==> config.mk <==
export PLATFORM = sky130hd
export DESIGN_NAME = gpio_event_ctrl
export DESIGN_NICKNAME = d
export VERILOG_FILES = /design/src/rtl/gpio_event_ctrl.sv
export SDC_FILE = /design/constraint.sdc
export NUM_CORES = 1
export LEC_CHECK = 0
export BUFFER_PORTS_ARGS = -buffer_cell sky130_fd_sc_hd__buf_2
export CORE_MARGIN = 1
export CORE_UTILIZATION = 40
export DETAILED_ROUTE_END_ITERATION = 10
export GPL_ROUTABILITY_DRIVEN = 0
export HOLD_SLACK_MARGIN = 0.06
export PLACE_DENSITY = 0.64
export SLEW_MARGIN = 10
export SYNTH_ARGS = -nofsm -noshare
export SYNTH_HDL_FRONTEND = slang
export SYNTH_SLANG_ARGS = --single-unit
==> constraint.sdc <==
create_clock -name clk -period 2.4 [get_ports clk]
set_input_delay 0.24 -clock clk [delete_from_list [all_inputs] [get_ports clk]]
set_output_delay 0.24 -clock clk [all_outputs]
set_load 0.01 [all_outputs]
==> src/rtl/gpio_event_ctrl.sv <==
module gpio_event_ctrl #(
  parameter int NPINS = 32,
  parameter int AW    = 8
) (
  input  logic             clk,
  input  logic             rst_n,
  input  logic             bus_sel,
  input  logic             bus_we,
  input  logic [AW-1:0]    bus_addr,
  input  logic [31:0]      bus_wdata,
  output logic [31:0]      bus_rdata,
  input  logic [NPINS-1:0] pin_in,
  output logic [NPINS-1:0] pin_out,
  output logic [NPINS-1:0] pin_oe,
  output logic [NPINS-1:0] irq
);
  localparam logic [AW-1:0] A_IN  = AW'('h00);
  localparam logic [AW-1:0] A_IEN = AW'('h04);
  localparam logic [AW-1:0] A_OEN = AW'('h08);
  localparam logic [AW-1:0] A_OV  = AW'('h0C);
  localparam logic [AW-1:0] A_RE  = AW'('h18);
  localparam logic [AW-1:0] A_RP  = AW'('h1C);
  localparam logic [AW-1:0] A_FE  = AW'('h20);
  localparam logic [AW-1:0] A_FP  = AW'('h24);
  localparam logic [AW-1:0] A_HE  = AW'('h28);
  localparam logic [AW-1:0] A_HP  = AW'('h2C);
  localparam logic [AW-1:0] A_LE  = AW'('h30);
  localparam logic [AW-1:0] A_LP  = AW'('h34);
  localparam logic [AW-1:0] A_INV = AW'('h40);

  logic [NPINS-1:0] ien, oen, oval, oinv;
  logic [NPINS-1:0] rie, fie, hie, lie;
  logic [NPINS-1:0] rip, fip, hip, lip;
  logic [NPINS-1:0] s1, s2, s3;
  logic [NPINS-1:0] wd, rd;
  logic [NPINS-1:0] rise_ev, fall_ev, high_ev, low_ev;
  logic wr;

  assign wr = bus_sel & bus_we;
  assign wd = bus_wdata[NPINS-1:0];

  always_ff @(posedge clk) begin
    if (!rst_n) begin
      s1 <= '0; s2 <= '0; s3 <= '0;
    end else begin
      s1 <= pin_in; s2 <= s1; s3 <= s2;
    end
  end

  assign rise_ev = ien &  s2 & ~s3;
  assign fall_ev = ien & ~s2 &  s3;
  assign high_ev = ien &  s2;
  assign low_ev  = ien & ~s2;

  always_ff @(posedge clk) begin
    if (!rst_n) begin
      ien <= '0; oen <= '0; oval <= '0; oinv <= '0;
      rie <= '0; fie <= '0; hie <= '0; lie <= '0;
    end else if (wr) begin
      case (bus_addr)
        A_IEN: ien  <= wd;
        A_OEN: oen  <= wd;
        A_OV:  oval <= wd;
        A_INV: oinv <= wd;
        A_RE:  rie  <= wd;
        A_FE:  fie  <= wd;
        A_HE:  hie  <= wd;
        A_LE:  lie  <= wd;
        default: ;
      endcase
    end
  end

  function automatic logic [NPINS-1:0] clr_mask(input logic [AW-1:0] a);
    return (wr && bus_addr == a) ? wd : '0;
  endfunction

  always_ff @(posedge clk) begin
    if (!rst_n) begin
      rip <= '0; fip <= '0; hip <= '0; lip <= '0;
    end else begin
      rip <= (rip & ~clr_mask(A_RP)) | rise_ev;
      fip <= (fip & ~clr_mask(A_FP)) | fall_ev;
      hip <= (hip & ~clr_mask(A_HP)) | high_ev;
      lip <= (lip & ~clr_mask(A_LP)) | low_ev;
    end
  end

  assign pin_oe  = oen;
  assign pin_out = (oval ^ oinv) & oen;
  assign irq     = (rip & rie) | (fip & fie) | (hip & hie) | (lip & lie);

  always_comb begin
    case (bus_addr)
      A_IN:  rd = s2 & ien;
      A_IEN: rd = ien;
      A_OEN: rd = oen;
      A_OV:  rd = oval;
      A_INV: rd = oinv;
      A_RE:  rd = rie;
      A_RP:  rd = rip;
      A_FE:  rd = fie;
      A_FP:  rd = fip;
      A_HE:  rd = hie;
      A_HP:  rd = hip;
      A_LE:  rd = lie;
      A_LP:  rd = lip;
      default: rd = '0;
    endcase
  end
  assign bus_rdata = bus_sel ? 32'(rd) : 32'h0;

  // pending bits drop only on a clearing write
  a_r7_rise_sticky: assert property (@(posedge clk) disable iff (!rst_n)
    !(wr && bus_addr == A_RP) |=> (($past(rip) & ~rip) == '0));
  a_r7_high_sticky: assert property (@(posedge clk) disable iff (!rst_n)
    !(wr && bus_addr == A_HP) |=> (($past(hip) & ~hip) == '0));
  // a written 1 clears unless an event arrives in the same cycle
  a_r7_fall_clear: assert property (@(posedge clk) disable iff (!rst_n)
    (wr && bus_addr == A_FP) |=> ((fip & $past(wd & ~fall_ev)) == '0));
  // no edge is recorded on a pin whose input is disabled
  a_r5_gated: assert property (@(posedge clk) disable iff (!rst_n)
    ((~ien & ~rip) != '0) |=> ((~$past(ien) & ~$past(rip) & rip) == '0));
  // a high enabled pin leaves its high pending bit set
  a_r6_level: assert property (@(posedge clk) disable iff (!rst_n)
    ((ien & s2) != '0) |=> (($past(ien & s2) & ~hip) == '0));
  // an interrupt line needs a pending source
  a_r8_irq_src: assert property (@(posedge clk) disable iff (!rst_n)
    ((irq & ~(rip | fip | hip | lip)) == '0));
endmodule

======== Word level (Yosys, flattened, before mapping) ========
Cells that the tools add are included.
storage, ports and cells
  bits in registers ....................... 480
  input port bits ......................... 76
operators by class
  eq/ne operators ......................... 12
  reduce and logical (&&, ||, !) cells .... 13
  bitwise operators ....................... 28
  multiplexer cells ....................... 6
operators by type and width
  operator            count
  $and 32x32->32      13
  $pmux 32 s13        1
  $or 32x32->32       7
  $not 32->32         6
  $mux 32             5
  $eq 8x6->1 const B  6
  $xor 32x32->32      1
  $eq 8x4->1 const B  2
  $eq 8x5->1 const B  2
  $reduce_and 2->1    8
  $eq 8x3->1 const B  1
  $eq 8x7->1 const B  1
  $logic_not 8->1     1
  $logic_and 1x1->1   4
  $and 1x1->1         1

======== Logic depth before layout (Yosys ltp) ========
  depth after elaboration ................. 6
  depth in mapped cells ................... 9
  depth with buffers taken out ............ 5

======== Worst setup path before layout ========
No wires, ideal clock.
  kind .................................... input port to output port
  start ................................... input port bus_addr[5]
  end ..................................... output port bus_rdata[10]
  cell stages on the path ................. 8
  data required time ...................... 2160 ps
  path slack .............................. 242 ps
  buffers on the path ..................... 4
  arrival ................................. 1918 ps
  path through ............................ buf_2 > or4_1 > buf_2 > buf_2 > buf_2 > o21ai_0 > a221oi_1 > a31oi_1
on the way
  word-level cells in the longest chain between the ends .. 3
  elaborated cells between the ends (all ways) .. 15
ends and longest elaborated chain
  item                                      line  source
  from (decl)                               9     input logic [AW-1:0] bus_addr,
  $eq 8x6->1, or another cell as far along  94    case (bus_addr)
  $pmux 32 s13 (*)                          94
  $mux 32 (*)                               111   assign bus_rdata = bus_sel ? 32'(rd) : 32'h0;
  to (decl)                                 11    output logic [31:0] bus_rdata,
Every way passes the cells marked *; elsewhere a longest branch is shown, timed or not.

======== Worst setup path after layout ========
  start ................................... input port bus_addr[1]
  end ..................................... output port bus_rdata[29]
Same word-level chain as after synthesis.

==> flow_metrics.tcl <==
set metrics [dict create \
    start_util_pct 40.5 \
    detailed_place_hpwl_mm 58.1 \
    grt_pass1_wl_mm 128 \
    cts_buffer_depth 3 \
    std_cell_rows 85 \
    netlist_instances 2666 \
    dieArea_mm2 0.0556 \
    r2r_start "ien[29]" \
    worstMarginPinSlew_ns 0.618 \
    fmax_mhz 413 \
    grt_setup_unrepaired "yes" \
    track_usage_pct 30.1 \
    min_from "rst_n" \
    period_share_pct 101 \
    final_max_slew_viol_count 0 \
    critical_path.max_fanout 19 \
    cts_root_buf "clkbuf_16" \
    leakage_nw 10.1 \
    critical_path.max_stage_delay_ns 0.62 \
    end_kind "primary output" \
    drv_cap 0 \
    cp.arrival_ns 2.18 \
    die_y_um 236 \
    criticalPathCategory "in -> out" \
    cp_slowest_cell "or4b_1" \
    routed.top_layer "met5" \
    ys_seq_area_share_pct 44.0 \
    total_power_mw 17.5 \
    cp-start-kind "input port" \
    insertion_delay_ns 0.61 \
    critical_path.startpoint "bus_addr[1]" \
    synth_nets 2742 \
    met2_length_mm 38.0 \
    violations "design-rule violations, negative setup slack" \
    cts_tree "done" \
    grt_pass1_vias 20835 \
    dr.first_iter.drc_count 2880 \
    routed_wl_mm 85.9 \
    hold_ws_ns 0.147 \
    drive_above_1_share_pct 18.7 \
    holdPathStages 2 \
    setup_ws_ns -0.0217 \
    fp.dieW_um 236 \
    clkSinkCount 480 \
    wl_per_cell_um 23.3 \
    portBuffers 203 \
    final_cell_area_mm2 0.0275 \
    viasPerCell 5.84 \
    grt_max_degree 97 \
    drc 1 \
    n_antenna_cell 0 \
    syn_avg_cell_area_um2 8.20 \
    final.min_clock_period_ns 2.42 \
    cts_made_buffers 51 \
    ys_warn_count 0 \
    synth-seq-cells 480 \
    synthFlopType "dfxtp_1" \
    area_growth_pct 25.8 \
    async_flop_share_pct 0 \
    overflow 0 \
    cp_num_cells 9 \
    ir_worst_vdd_v 0.000609 \
    clkTransAtPathRegs_ns 0.06 \
    slew_headroom_pct 58.8 \
    dp.cells 3530 \
    path_buf_inv 4 \
    finalSetupViolCount 2 \
    power.density_mw_per_mm2 635 \
    io_pins 204 \
    coreArea_mm2 0.0539 \
    antenna_found_initial 4 \
    cp_data_required_time_ns 2.16 \
    reg2regPathDepth 3 \
    wl_met3_mm 8.98 \
    cp_cell_sequence "buf_2 > or4b_1 > buf_4 > nor2_2 > o22a_1 > o21ai_4 > buf_12 > a31oi_1 > buf_2" \
    met1_length_mm 34.7 \
    first_pass_iters 10 \
    fin_cells 3691 \
    post_dp_cell_area_mm2 0.0248 \
    vias 21540 \
    syn-cell-area_mm2 0.0219 \
    synth_edf_count 0 \
    drt.antenna.violating_nets 0 \
    crit_family "simple AND/OR/NAND/NOR gates" \
    cts_max_level 2 \
    outcome "finished, violations left" \
    skew_ns 0.0116 \
    place_ws_ns -0.114 \
    min_path_type "in -> reg" \
    crit_top_cell "buf_2" \
    hold_viol_final 0 \
    nets 3033 \
    ys_types 62 \
]
==> cell usage in the layout (no fill, tap or decap), types with 33 or more instances in the layout <==
cell / n
nand2_1: 782
dfxtp_1: 480
buf_2: 202
a21boi_0: 156
a22oi_1: 155
buf_4: 143
and2_1: 132
nor2b_1: 129
a21boi_1: 122
a21oi_1: 95
dlygate4sd3_1: 64
nor2_1: 60
clkbuf_16: 53
buf_12: 40
mux2i_1: 33
==> synthesized netlist by cell type (23+ instances only) <==
cell type | instances | share of area (%)
nand2_1 | 787 | 14
dfxtp_1 | 480 | 44
a21boi_0 | 156 | 5.4
a22oi_1 | 155 | 5.3
and2_1 | 130 | 3.7
nor2b_1 | 129 | 3.7
clkbuf_1 | 127 | 2.2
a21boi_1 | 122 | 4.2
a21oi_1 | 100 | 2.3
buf_2 | 76 | 1.7
nor2_1 | 61 | 1.0
mux2i_1 | 33 | 1.5
xor2_1 | 32 | 1.3
o21ai_0 | 26 | 0.60
nand3_1 | 23 | 0.53
==> report_power, final <==
group	leakage (nW)	internal [mW]	switching [mW]
sequential	3.88	8.03	0.0389
clock	0.879	5.12	3.38
combinational	5.36	0.379	0.505
==> routing by layer <==
layer,GRT usage (%),vias up
li1,-,9675
met1,39.2,10270
met2,47.5,1297
met3,6.75,290
met4,13.8,8
met5,0,-
==> cell type report <==
class                   instances  area, um^2
fillers                      4915       26400
multi-input cells            1970       11600
flip-flops and latches        480        9610
repair buffers                453        3570
clock buffers                  73        1510
well taps                     696         871
clock inverters                18         282
inverters                       1        3.75
==> path summary, 6_finish.rpt <==
path | endpoint | slack, ns
worst max-delay path | bus_rdata[29] | -0.02
worst min-delay path | ien[19] | 0.15
worst min register to register | s2[2] | 0.42
worst max register to register | fip[29] | 1.46
==> metrics by stage <==
stage	TNS (ns)	util, %
after detailed placement	-1.37	46.0
final	-0.0225	51.0
after global routing	-0.313	51.0
after CTS	0	50.8
after floorplan	0	-
after global placement	-0.808	46.0
==> cell families after synthesis <==
| group | count (synthesis) | share of synthesized area (%) |
|---|---|---|
| compound gates | 710 | 23.6 |
| xor+xnor | 33 | 1.32 |
| buf+inv | 216 | 4.36 |
| flops | 480 | 44.0 |
| mux | 39 | 1.87 |
| simple gates | 1188 | 24.9 |
==> timing repair <==
| action | CTS | global route |
|---|---|---|
| pin swaps | 0 | 10 |
| buffers inserted | 2 | 4 |
| hold buffers | 64 | 0 |
| endpoints found under the hold margin | 288 | 0 |
| endpoints found under the setup margin | 28 | 26 |
| resized for setup | 21 | 13 |
No activity file was read; power rests on OpenSTA's default activity.
